`config.mk`:
```
export PLATFORM = sky130hd
export DESIGN_NAME = shmem_arbiter
export DESIGN_NICKNAME = d
export VERILOG_FILES = /design/src/rtl/shmem_arbiter.sv
export SDC_FILE = /design/constraint.sdc
export NUM_CORES = 1
export LEC_CHECK = 0
export BUFFER_PORTS_ARGS = -buffer_cell sky130_fd_sc_hd__buf_2
export CAP_MARGIN = 0
export CELL_PAD_IN_SITES_DETAIL_PLACEMENT = 1
export CELL_PAD_IN_SITES_GLOBAL_PLACEMENT = 2
export CORE_MARGIN = 5
export CORE_UTILIZATION = 50
export DETAILED_ROUTE_END_ITERATION = 8
export GPL_TIMING_DRIVEN = 0
export PLACE_DENSITY_LB_ADDON = 0.1
export SLEW_MARGIN = 0
export SYNTH_ARGS = -nofsm -noshare
export SYNTH_HDL_FRONTEND = slang
export SYNTH_SLANG_ARGS = --single-unit
```
`constraint.sdc`:
```
create_clock -name clk -period 13.25 [get_ports clk]
set_clock_uncertainty 0.2 [all_clocks]
set_input_delay 3.975 -clock clk [delete_from_list [all_inputs] [get_ports clk]]
set_output_delay 3.975 -clock clk [all_outputs]
set_load 0.02 [all_outputs]
```
`src/rtl/shmem_arbiter.sv`:
```
module shmem_arbiter #(
  parameter int ADDR_W = 24,
  parameter int DATA_W = 16,
  parameter int DEPTH = 64,
  parameter int IDLE_CYC = 2,
  parameter logic [ADDR_W-1:0] BASE = 'h020000
) (
  input  logic              clk,
  input  logic              rst_n,
  input  logic              c0_req,
  input  logic              c0_we,
  input  logic [ADDR_W-1:0] c0_addr,
  input  logic [DATA_W-1:0] c0_wdata,
  output logic              c0_stall,
  output logic [DATA_W-1:0] c0_rdata,
  input  logic              c1_req,
  input  logic              c1_we,
  input  logic [ADDR_W-1:0] c1_addr,
  input  logic [DATA_W-1:0] c1_wdata,
  output logic              c1_stall,
  output logic [DATA_W-1:0] c1_rdata
);
  localparam int IDX_W = $clog2(DEPTH);
  localparam int IC_W = $clog2(IDLE_CYC + 1);
  localparam logic [ADDR_W-IDX_W-1:0] PAGE = BASE[ADDR_W-1:IDX_W];

  logic              hit0, hit1, eff0, eff1;
  logic [1:0]        own_q, sel;
  logic              ph_q, act, grant0, grant1, we_sel;
  logic [IC_W-1:0]   idle_q;
  logic [IDX_W-1:0]  idx;
  logic [DATA_W-1:0] wd_sel, rd_q;
  logic [DATA_W-1:0] mem [DEPTH];

  assign hit0 = c0_addr[ADDR_W-1:IDX_W] == PAGE;
  assign hit1 = c1_addr[ADDR_W-1:IDX_W] == PAGE;
  assign eff0 = c0_req & hit0;
  assign eff1 = c1_req & hit1;

  // owner first; with no owner, core 0 beats core 1
  assign sel = (|own_q) ? own_q : (eff0 ? 2'b01 : (eff1 ? 2'b10 : 2'b00));
  assign act = (sel[0] & eff0) | (sel[1] & eff1);
  assign grant0 = sel[0] & eff0 & ph_q;
  assign grant1 = sel[1] & eff1 & ph_q;

  assign c0_stall = eff0 & ~grant0;
  assign c1_stall = eff1 & ~grant1;

  assign idx    = sel[1] ? c1_addr[IDX_W-1:0] : c0_addr[IDX_W-1:0];
  assign we_sel = sel[1] ? c1_we : c0_we;
  assign wd_sel = sel[1] ? c1_wdata : c0_wdata;

  assign c0_rdata = rd_q;
  assign c1_rdata = rd_q;

  always_ff @(posedge clk) begin
    if (!rst_n) begin
      own_q  <= 2'b00;
      ph_q   <= 1'b0;
      idle_q <= '0;
    end else if (act) begin
      own_q  <= sel;
      ph_q   <= ~ph_q;
      idle_q <= '0;
    end else begin
      ph_q <= 1'b0;
      if (|own_q) begin
        if (idle_q == IC_W'(IDLE_CYC - 1)) begin
          own_q  <= 2'b00;
          idle_q <= '0;
        end else begin
          idle_q <= idle_q + 1'b1;
        end
      end
    end
  end

  always_ff @(posedge clk) begin
    if (act & ~ph_q) rd_q <= mem[idx];
    if (act & ph_q & we_sel) mem[idx] <= wd_sel;
  end
endmodule


```
# Yosys cells after proc, flatten, opt, wreduce, memory -nomap -nowiden
# Memories as Yosys holds them, arrays and structs flattened. A register that Yosys moved wholly into a read port is not among the register bits.
# Cells that the tools add are included.
[totals]
mem_bits_rw = 1024
in_bits = 86
output_inout_bits = 34
mem_count = 1
latchBits = 0
rom_bits = 0
wordCells = 42
ff_bits = 5
[op_classes]
n_div = 0
n_reduce_logical = 6
shift = 0
muxes = 12
multipliers = 0
bitwise = 16
n_lt_le_gt_ge = 0
addsub = 1
eq_ne = 3
[memory_table]
columns = ["name", "depth", "width", "read_ports", "rd_ports_with_merged_regs", "wr", "line", "text"]
rows = [
  ["mem", 64, 16, 1, 1, 1, "33", "logic [DATA_W-1:0] mem [DEPTH];"],
]
[ops]
columns = ["cell", "n"]
rows = [
  ["$eq 18x12->1 const B", 2],
  ["$mux 16", 1],
  ["$mux 2", 7],
  ["$and 1x1->1", 11],
  ["$mux 6", 1],
  ["$not 1->1", 4],
  ["$reduce_and 2->1", 2],
  ["$reduce_bool 2->1", 2],
  ["$reduce_or 2->1", 2],
  ["$mux 1", 3],
  ["$add 2x1->2 const B", 1],
  ["$eq 2x1->1 const B", 1],
  ["$or 1x1->1", 1],
]

# Depth between registers and ports, before layout
# Gate-level depths: netlist of the first run.
[logic_depth]
depth_word = 11
depth_mapped = 13
mapped_depth_nobuf = 9

# Worst setup path after synthesis of the first run
# No wires, ideal clock.
[synth_timing]
path_type = "input port to output port"
startpoint = "input port c0_addr[20]"
endpoint = "output port c1_stall"
t_required_ns = 9.075
path_stages = 8
arrival_ns = 5.914
path_buffers = 3
slack_ns = 3.161
path_cell_list = "or3_1 > nand3b_1 > o2111ai_2 > nand2_1 > buf_4 > buf_2 > clkbuf_1 > a21oi_1"
[synth_via]
elab_chain_len = 8
[synth_rtl]
columns = ["element", "line", "text"]
rows = [
  ["from (decl)", "12", "input logic [ADDR_W-1:0] c0_addr,"],
  ["$eq 18x12->1", "35", "assign hit0 = c0_addr[ADDR_W-1:IDX_W] == PAGE;"],
  ["$and 1x1->1", "37", "assign eff0 = c0_req & hit0;"],
  ["$mux 2 (2 in series)", "41", "assign sel = (|own_q) ? own_q : (eff0 ? 2'b01 : (eff1 ? 2'b10 : 2'b00));"],
  ["$and 1x1->1 (2 in series)", "44", "assign grant1 = sel[1] & eff1 & ph_q;"],
  ["$not 1->1", "47", "assign c1_stall = eff1 & ~grant1;"],
  ["$and 1x1->1", "47", ""],
  ["to (decl)", "20", "output logic c1_stall,"],
]
# Every way passes these cells.

# Final worst setup path of the first run
[layout_timing]
startpoint = "input port c1_addr[22]"
endpoint = "output port c1_stall"
[layout_via]
elab_chain_len = 9
[layout_rtl]
columns = ["element", "line", "text"]
rows = [
  ["from (decl)", "18", "input logic [ADDR_W-1:0] c1_addr,"],
  ["$eq 18x12->1 (*)", "36", "assign hit1 = c1_addr[ADDR_W-1:IDX_W] == PAGE;"],
  ["$and 1x1->1 (*)", "38", "assign eff1 = c1_req & hit1;"],
  ["$mux 2 (3 in series)", "41", ""],
  ["$and 1x1->1 (2 in series)", "44", ""],
  ["$not 1->1", "47", ""],
  ["$and 1x1->1 (*)", "47", ""],
]
# Every way passes the cells marked *; elsewhere a longest branch is shown, timed or not.

==> impl_metrics.json, run 1 <==
{
  "clk_pin_slew_worst_paths_ps": 70,
  "grt_pass1_wl_mm": 198,
  "synth-main-ff-cell": "edfxtp_1",
  "cp.required_ps": 9070,
  "dieArea_um2": 87100,
  "antenna_found_initial": 3,
  "vias": 25800,
  "synth-seq-cells": 1045,
  "grt_overflow": 0,
  "synth_top_family_by_area": "compound AO/OA/AOI/OAI gates",
  "row_count": 104,
  "synth_nets": 2520,
  "viasPerCell": 6.64,
  "period_needed_ps": 10690,
  "synth_edf_count": 1040,
  "cts.sinks": 1045,
  "slew_headroom_pct": -3.37,
  "endpoint_kind": "output port",
  "fmax_ghz": 0.0935,
  "synth_area_per_cell_um2": 16.7,
  "drc": 0,
  "critPathKind": "primary input to output port",
  "grt_pass1_vias": 26500,
  "area_growth_pct": 17.8,
  "maxSlewViolCount": 9,
  "finalHoldViolCount": 0,
  "wire_per_inst_um": 36.4,
  "drive_gt1_share_pct": 19.0,
  "htree_levels": 3,
  "io_pins": 120,
  "crit_start": "c1_addr[22]",
  "p_per_area_nw_per_um2": 147,
  "final_cell_mix": "edfxtp_1, a22oi_1, a21boi_0, buf_2, mux2i_1",
  "tightest_slew_ps": 1550,
  "violations": "capacitance limit, slew limit",
  "dpl.hpwl_mm": 97.3,
  "cp.arrival_ps": 6520,
  "setup_viol": 0,
  "grt_max_degree": 65,
  "die_x_um": 295,
  "yosys.area.top_type": "edfxtp_1",
  "hold_buffers": 0,
  "endpoint": "c1_stall",
  "ys_top_cells_by_area": "edfxtp_1, a22oi_1, a21boi_0, mux2i_1, o22ai_1",
  "synthSimpleGateAreaFrac_pct": 3.38,
  "synth_mux_area_share_pct": 3.40,
  "worstSetupStartpointType": "primary input",
  "pre_cts_slack_ps": 2580,
  "multi_input_area_um2": 8650,
  "r2r-start": "own_q[1]$_SDFFE_PN0P_",
  "synth-xor-area-share_pct": 0,
  "regToRegSetupSlack_ps": 7750,
  "routabilityCongestion": 0.872,
  "dp_cells": 3688,
  "layout_commonest_cell": "edfxtp_1",
  "period_share_pct": 80.7,
  "post_cts_buffers": 0,
  "clockBufferDepth": 3,
  "cts_resized": 0,
  "ff2ff_path_depth": 9,
  "hold_class": "flop to flop",
  "status": "finished, violations left",
  "syn_area_um2": 40600,
  "synth_compound_area_share_pct": 13.9,
  "r2r-end": "c0_rdata[2]$_DFFE_PP_",
  "drt_iter0_drc": 3392,
  "p_leak_nw": 15.2,
  "synthCells": 2434,
  "rsz0062_at_grt": "no",
  "max-cap-violations": 2,
  "final_cells": 3890,
  "final_net_count": 2824,
  "core_um2": 80500,
  "cts_root_buffer": "clkbuf_16",
  "yosys_warnings": 0,
  "async_reset_ff_share_pct": 0,
  "die_h_um": 295,
  "p_total_mw": 7.02,
  "cts_tree": "yes",
  "synth_top_area_share_pct": 76.9,
  "first_pass_iters": 6,
  "yosysSeqAreaShare_pct": 77.1,
  "numPortBuffers": 118,
  "nFillCells": 7182,
  "synthAdderAreaFrac_pct": 0,
  "peakVddDrop_mv": 0.136,
  "ff_latch_area_um2": 31300,
  "fin_util_pct": 59.4,
  "clk_latency_ps": 670,
  "start_util_pct": 50.4,
  "worst-path-max-fanout": 10,
  "drt-total-wl_mm": 142,
  "tns_ps": 0,
  "grt.total_usage_pct": 32.1,
  "cts_buffers": 106,
  "yosysUniqueCellTypes": 64,
  "postRouteAntennaNets": 0,
  "setup_ws_ps": 2560
}
critical path, cell delays in order:
cell and delay [ps]:
buf_2 100, or4b_4 530, nor3_4 180, o2111ai_2 330
nand2_1 200, buf_4 210, buf_2 270, clkbuf_1 410
a21oi_1 130, buf_2 180
metrics by stage:
| stage | hold WS [ps] | cell area, um^2 |
|---|---|---|
| after floorplan | 210 | 40600 |
| after global routing | 279 | 47800 |
| after detailed placement | 235 | 44300 |
| after global placement | 218 | 42500 |
| after CTS | 246 | 47800 |
| final | 242 | 47800 |
area by class of cell:
type	instances	area share, %
repair buffers	196	4.39
multi-input cells	1206	18.1
clock buffers	134	6.00
diodes	2	0.0105
flip-flops and latches	1045	65.5
inverters	6	0.0471
well taps	1060	2.77
plain buffers	177	1.82
clock inverters	64	1.40
routing by layer:
layer / GRT usage [%] / part of all wire, % / vias to the layer above
met5: 0 / 0.0085 / -
met4: 12.4 / 4.6 / 2
li1: - / - / 10600
met2: 52.1 / 48 / 1463
met1: 43.1 / 38 / 13500
met3: 6.81 / 9.4 / 275
kinds of logic (layout without fill, tap and decap cells):
group,after synthesis,count (layout)
mux,137,137
simple gates,278,278
other cells,0,2
buf+inv,183,577
compound gates,791,791
flops,1045,1045
synthesized netlist by cell type (all sizes together) (3+ instances only):
library cell  count
o41ai            21
dfxtp             5
buf              89
nor3b             4
nor4             53
nor3             21
a22oi           274
nand3             9
mux2              4
a2111oi          21
inv               5
o21bai            4
o22ai           117
a21oi            90
clkbuf           88
nand3b            5
edfxtp         1040
mux2i           133
a21boi          202
nor2             78
nand2            79
o21ai            31
nand4            11
o2111ai          19
nor2b             3
where the power goes:
part | leakage (nW) | internal, mW | switching (mW)
logic | 4.06 | 0.0767 | 0.234
registers | 9.38 | 3.64 | 0.000000344
clock network | 1.74 | 1.79 | 1.29
registers in the layout (all words and copies together) (netlist names):
register  cells
mem        1024
c0_rdata     16
idle_q        2
own_q         2
ph_q          1
how the worst min path moves through the flow:
stage | from | to | slack, ps | cells past startpoint
finish | idle_q[1]$_SDFFE_PP0P_ | idle_q[1]$_SDFFE_PP0P_ | 240 | 2
global route | idle_q[1]$_SDFFE_PP0P_ | idle_q[1]$_SDFFE_PP0P_ | 280 | 2
global placement | idle_q[1]$_SDFFE_PP0P_ | idle_q[1]$_SDFFE_PP0P_ | 220 | 2
detailed placement | idle_q[1]$_SDFFE_PP0P_ | idle_q[1]$_SDFFE_PP0P_ | 230 | 2
CTS | idle_q[1]$_SDFFE_PP0P_ | idle_q[1]$_SDFFE_PP0P_ | 250 | 2
floorplan | idle_q[1]$_SDFFE_PP0P_ | idle_q[1]$_SDFFE_PP0P_ | 210 | 2
No activity file was read; power rests on OpenSTA's default activity.
==> run 2, diff against run 1 <==
--- a/config.mk
+++ b/config.mk
@@ -10,7 +10,7 @@
 export CELL_PAD_IN_SITES_DETAIL_PLACEMENT = 1
 export CELL_PAD_IN_SITES_GLOBAL_PLACEMENT = 2
 export CORE_MARGIN = 5
-export CORE_UTILIZATION = 50
+export CORE_UTILIZATION = 42
 export DETAILED_ROUTE_END_ITERATION = 8
 export GPL_TIMING_DRIVEN = 0
 export PLACE_DENSITY_LB_ADDON = 0.1
==> constraint.sdc (replaced) <==
create_clock -name clk -period 8.6 [get_ports clk]
set_clock_uncertainty 0.2 [all_clocks]
set_input_delay 2.58 -clock clk [delete_from_list [all_inputs] [get_ports clk]]
set_output_delay 2.58 -clock clk [all_outputs]
set_load 0.02 [all_outputs]
==> run 2 against run 1 <==
  * The flow still finishes with violations (capacitance limit, slew limit)
  * Cell count rose by 5.6%
  * Clock power rose by 49%
  * Flip-flop and latch count did not move
  * Register-to-register slack got worse by 5000 ps
  * Hold slack improved by 1.1 ps
==> impl_metrics.json, run 2 (synthesis gave the netlist of run 1 again) <==
{
  "grt_busiest_layer": "met2",
  "setup_viol": 0,
  "grt_pass1_vias": 25800,
  "endpoint_kind": "flop",
  "nFillCells": 9188,
  "cts.sinks": 1045,
  "area_growth_pct": 17.9,
  "grt_pass1_wl_mm": 200,
  "worstSetupStartpointType": "primary input",
  "grt_overflow": 0,
  "multi_input_area_um2": 8670,
  "status": "finished, violations left",
  "hold_class": "flop to flop",
  "slew_headroom_pct": -6.52,
  "largest_reg_flops": 1024,
  "final_net_count": 2826,
  "viasPerCell": 6.21,
  "clk_pin_slew_worst_paths_ps": 60,
  "met3_usage_pct": 4.28,
  "postRouteAntennaNets": 0,
  "cts_buffers": 109,
  "period_needed_ps": 7990,
  "drt-total-wl_mm": 145,
  "first_pass_iters": 6,
  "ff_latch_area_um2": 31300,
  "dp_cells": 3905,
  "wire_per_inst_um": 35.2,
  "tns_ps": 0,
  "die_x_um": 321,
  "critPathKind": "primary input to flop",
  "dieArea_um2": 103000,
  "violations": "capacitance limit, slew limit",
  "cts_tree": "yes",
  "row_count": 114,
  "finalHoldViolCount": 0,
  "met1_usage_pct": 38.6,
  "grt_util_met2_pct": 45.2,
  "io_pins": 120,
  "tightest_slew_ps": 1580,
  "final_cell_mix": "edfxtp_1, a22oi_1, a21boi_0, buf_2, mux2i_1",
  "max-cap-violations": 3,
  "htree_levels": 3,
  "antenna_found_initial": 6,
  "peakVddDrop_mv": 0.173,
  "worst-path-max-fanout": 10,
  "clockBufferDepth": 3,
  "layout_commonest_cell": "edfxtp_1",
  "final_cells": 4109,
  "cts_resized": 0,
  "numPortBuffers": 118,
  "start_util_pct": 42.1,
  "core_um2": 96400,
  "grt.total_usage_pct": 27.4,
  "dpl.hpwl_mm": 102,
  "drt_iter0_drc": 3103,
  "cts_root_buffer": "clkbuf_16",
  "p_leak_nw": 15.1,
  "fmax_ghz": 0.125,
  "cp.required_ps": 8750,
  "hold_buffers": 0,
  "clk_latency_ps": 700,
  "drive_gt1_share_pct": 18.7,
  "die_h_um": 321,
  "grt_max_degree": 65,
  "routabilityCongestion": 0.842,
  "vias": 25500,
  "rsz0062_at_grt": "no",
  "cp.arrival_ps": 8140,
  "drc": 0,
  "period_share_pct": 93.0,
  "p_per_area_nw_per_um2": 223,
  "maxSlewViolCount": 4,
  "post_cts_buffers": 0,
  "regMostFlops": "mem"
}
run 2: cell count changes in the layout (fill, tap and decap cells not counted), moves of 3 or more:
| cell | change |
|---|---|
| buf_16 | -7 |
| buf_8 | +9 |
| bufinv_16 | -6 |
| clkbuf_1 | +4 |
| clkbuf_16 | +3 |
| clkbuf_8 | -3 |
| clkinv_1 | +6 |
| nand2_2 | -3 |
| nand2_4 | +3 |
run 2: metal layers:
layer	vias to the layer above	wire, um	part of all wire, %
met5	-	0	0
met4	0	3960	2.7
met3	195	9640	6.7
met2	1055	69000	48
met1	13700	62000	43
li1	10600	-	-
run 2: power by group:
| group | switching [mW] | total (mW) | internal [mW] |
|---|---|---|---|
| registers | 0.000000423 | 5.60 | 5.60 |
| logic | 0.369 | 0.490 | 0.121 |
| clock network | 1.97 | 4.57 | 2.60 |
| total | 2.34 | 10.7 | 8.32 |
run 2: path summary, 6_finish.rpt:
kind / from / to / slack [ps] / depth (start not counted)
setup reg to reg: own_q[1]$_SDFFE_PN0P_ / c0_rdata[6]$_DFFE_PP_ / 2770 / 10
setup / recovery: c0_addr[12] / c0_rdata[6]$_DFFE_PP_ / 610 / 11
hold reg to reg: idle_q[1]$_SDFFE_PP0P_ / idle_q[1]$_SDFFE_PP0P_ / 240 / 2
hold / removal: idle_q[1]$_SDFFE_PP0P_ / idle_q[1]$_SDFFE_PP0P_ / 240 / 2
run 2: layout make-up:
cell class,count,share of cell area (%)
timing repair buffer,195,4.17
antenna,2,0.0104
buffer,177,1.82
tap,1276,3.33
multi-input combinational,1206,18.1
sequential,1045,65.4
clock buffer,138,6.10
clock inverter,64,1.03
inverter,6,0.0470
run 2: through the flow:
stage | setup WS (ps) | power (mW) | hold slack (ps) | cell area, um^2 | util, %
2_1_floorplan | 1300 | 5.93 | 210 | 40600 | -
3_3_place_gp | 185 | 6.18 | 225 | 42800 | 44.4
3_5_place_dp | 234 | 6.19 | 232 | 44500 | 46.1
4_1_cts | 663 | 10.7 | 240 | 47900 | 49.7
5_1_grt | 382 | 11.0 | 261 | 47900 | 49.7
6_report | 606 | 10.7 | 243 | 47900 | 49.7
run 2: critical path, cell delays in order:
cell	delay, ps
buf_2	100
nor4b_1	420
nand3b_1	250
o2111ai_2	460
a211o_1	470
clkbuf_1	650
a21boi_0	340
o41ai_1	740
o2111ai_1	480
nor4_1	1320
nand3_1	300
==> run 3, diff against run 2 <==
--- a/config.mk
+++ b/config.mk
@@ -14,6 +14,7 @@
 export DETAILED_ROUTE_END_ITERATION = 8
 export GPL_TIMING_DRIVEN = 0
 export PLACE_DENSITY_LB_ADDON = 0.1
+export RECOVER_POWER = 25
 export SLEW_MARGIN = 0
 export SYNTH_ARGS = -nofsm -noshare
 export SYNTH_HDL_FRONTEND = slang
==> run 3 against run 2 <==
  * The run still ends with capacitance limit, slew limit left
  * Clock power hardly changed
  * Global-route usage stayed put
  * Combinational power is 1% lower
  * Register-to-register slack hardly changed
  * Setup slack better by 8.8 ps
  * Non-clock buffer count stayed put
  * Cell count hardly changed
  * Hold slack better by 0.86 ps
  * Die area stayed put
  * Sequential share of layout area is 0.25 points higher
  * Critical path depth stayed put
  * Fmax is 0.11% higher
==> impl_metrics.json, run 3 (synthesis gave the netlist of run 1 again) <==
{
  "p_total_mw": 10.7,
  "drc": 0,
  "p_leak_nw": 15.0,
  "cts_buffers": 109,
  "maxSlewViolCount": 337,
  "period_needed_ps": 7990,
  "dieArea_um2": 103000,
  "first_pass_iters": 5,
  "clk_pin_slew_worst_paths_ps": 60,
  "drt-total-wl_mm": 145,
  "cp.arrival_ps": 8130,
  "finalHoldViolCount": 0,
  "slew_headroom_pct": -105,
  "final_cell_mix": "edfxtp_1, a22oi_1, a21boi_0, clkbuf_1, buf_2",
  "dpl.hpwl_mm": 102,
  "swShare_pct": 21.9,
  "worstSetupStartpointType": "primary input",
  "cp_slowest_cell": "nor4_1",
  "die_h_um": 321,
  "vias": 25400,
  "post_cts_buffers": 0,
  "worst-path-max-fanout": 10,
  "setup_viol": 0,
  "p_clk_share_pct": 42.9,
  "status": "finished, violations left",
  "p_int_mw": 8.32,
  "wire_per_inst_um": 35.2,
  "cts_root_buffer": "clkbuf_16",
  "hold_buffers": 0,
  "grt_pass1_wl_mm": 200,
  "grt_pass1_vias": 25800,
  "die_x_um": 321,
  "cts_tree": "yes",
  "place_area_um2": 44500,
  "p_seq_share_pct": 52.6,
  "tightest_slew_ps": 3080,
  "drive_gt1_share_pct": 16.9,
  "path_cells": "buf_2 -> nor4b_1 -> nand3b_1 -> o2111ai_2 -> a211o_1 -> clkbuf_1 -> a21boi_0 -> o41ai_1 -> o2111ai_1 -> nor4_1 -> nand3_1",
  "tns_ps": 0,
  "peakVddDrop_mv": 0.173,
  "layout_commonest_cell": "edfxtp_1",
  "start_util_pct": 42.1,
  "row_count": 114,
  "p_per_area_nw_per_um2": 223,
  "cp.required_ps": 8750,
  "drt_iter0_drc": 3194,
  "largest_reg_flops": 1024,
  "rsz0062_at_grt": "no",
  "endpoint_kind": "flop",
  "area_growth_pct": 17.5,
  "nFillCells": 9214,
  "critPathKind": "primary input to flop",
  "period_share_pct": 92.9,
  "cts.sinks": 1045,
  "regMostFlops": "mem",
  "grt_overflow": 0,
  "slowest_delay_ps": 1310,
  "clk_latency_ps": 700,
  "htree_levels": 3,
  "cts_resized": 0,
  "fmax_ghz": 0.125,
  "comb_power_share_pct": 4.5,
  "clockBufferDepth": 3,
  "routabilityCongestion": 0.842,
  "design_area_um2": 47700,
  "final_net_count": 2826,
  "numPortBuffers": 118,
  "antenna_found_initial": 6,
  "violations": "capacitance limit, slew limit",
  "fin_util_pct": 49.5,
  "core_um2": 96400,
  "io_pins": 120,
  "grt.total_usage_pct": 27.4,
  "max-cap-violations": 10,
  "postRouteAntennaNets": 0,
  "hold_class": "flop to flop",
  "viasPerCell": 6.19,
  "whs_ps": 244,
  "grt_max_degree": 65,
  "switchingPower_mw": 2.34
}
run 3: area by class of cell:
cell class | instances | area [um^2] | share of cell area (%)
antenna | 4 | 10.0 | 0.0210
buffer | 177 | 872 | 1.83
clock buffer | 138 | 2920 | 6.12
clock inverter | 64 | 495 | 1.04
inverter | 6 | 22.5 | 0.0472
multi-input combinational | 1206 | 8580 | 18.0
sequential | 1045 | 31300 | 65.6
tap | 1276 | 1600 | 3.35
timing repair buffer | 195 | 1900 | 3.97
run 3: metrics by stage:
| step | setup WS [ps] | cells |
|---|---|---|
| after floorplan | 1300 | 2434 |
| after global placement | 185 | 3828 |
| after detailed placement | 234 | 3905 |
| after CTS | 663 | 4107 |
| after global routing | 402 | 4107 |
| final | 615 | 4111 |
run 3: worst paths after layout:
check | start | to | slack [ps] | cells after the start
worst max-delay path | c0_addr[12] | c0_rdata[6]$_DFFE_PP_ | 610 | 11
worst min-delay path | idle_q[1]$_SDFFE_PP0P_ | idle_q[1]$_SDFFE_PP0P_ | 240 | 2
worst max register to register | own_q[1]$_SDFFE_PN0P_ | c0_rdata[6]$_DFFE_PP_ | 2770 | 10
worst min register to register | idle_q[1]$_SDFFE_PP0P_ | idle_q[1]$_SDFFE_PP0P_ | 240 | 2
run 3: worst max-delay path, delay by kind of cell:
kind / cells / cell delay [ps]
AO/OA/AOI/OAI: 5 / 2540
buffers and inverters: 2 / 720
AND/OR/NAND/NOR: 4 / 2280
run 3: routing by layer:
metal	wire (um)	part of all wire, %	global-route usage [%]	up-vias
met5	0	0	0	-
met3	9970	6.9	4.28	198
met2	69000	48	45.2	1093
met4	4080	2.8	6.98	0
met1	61600	43	38.6	13500
li1	-	-	-	10600
run 3: power groups by stage:
| stage | Combinational, mW | Sequential, mW | Clock [mW] |
|---|---|---|---|
| after floorplan | 0.217 | 5.72 | 0 |
| after global placement | 0.449 | 5.73 | 0 |
| after detailed placement | 0.483 | 5.71 | 0 |
| after CTS | 0.485 | 5.60 | 4.63 |
| after global routing | 0.501 | 5.61 | 4.85 |
| final | 0.485 | 5.61 | 4.57 |
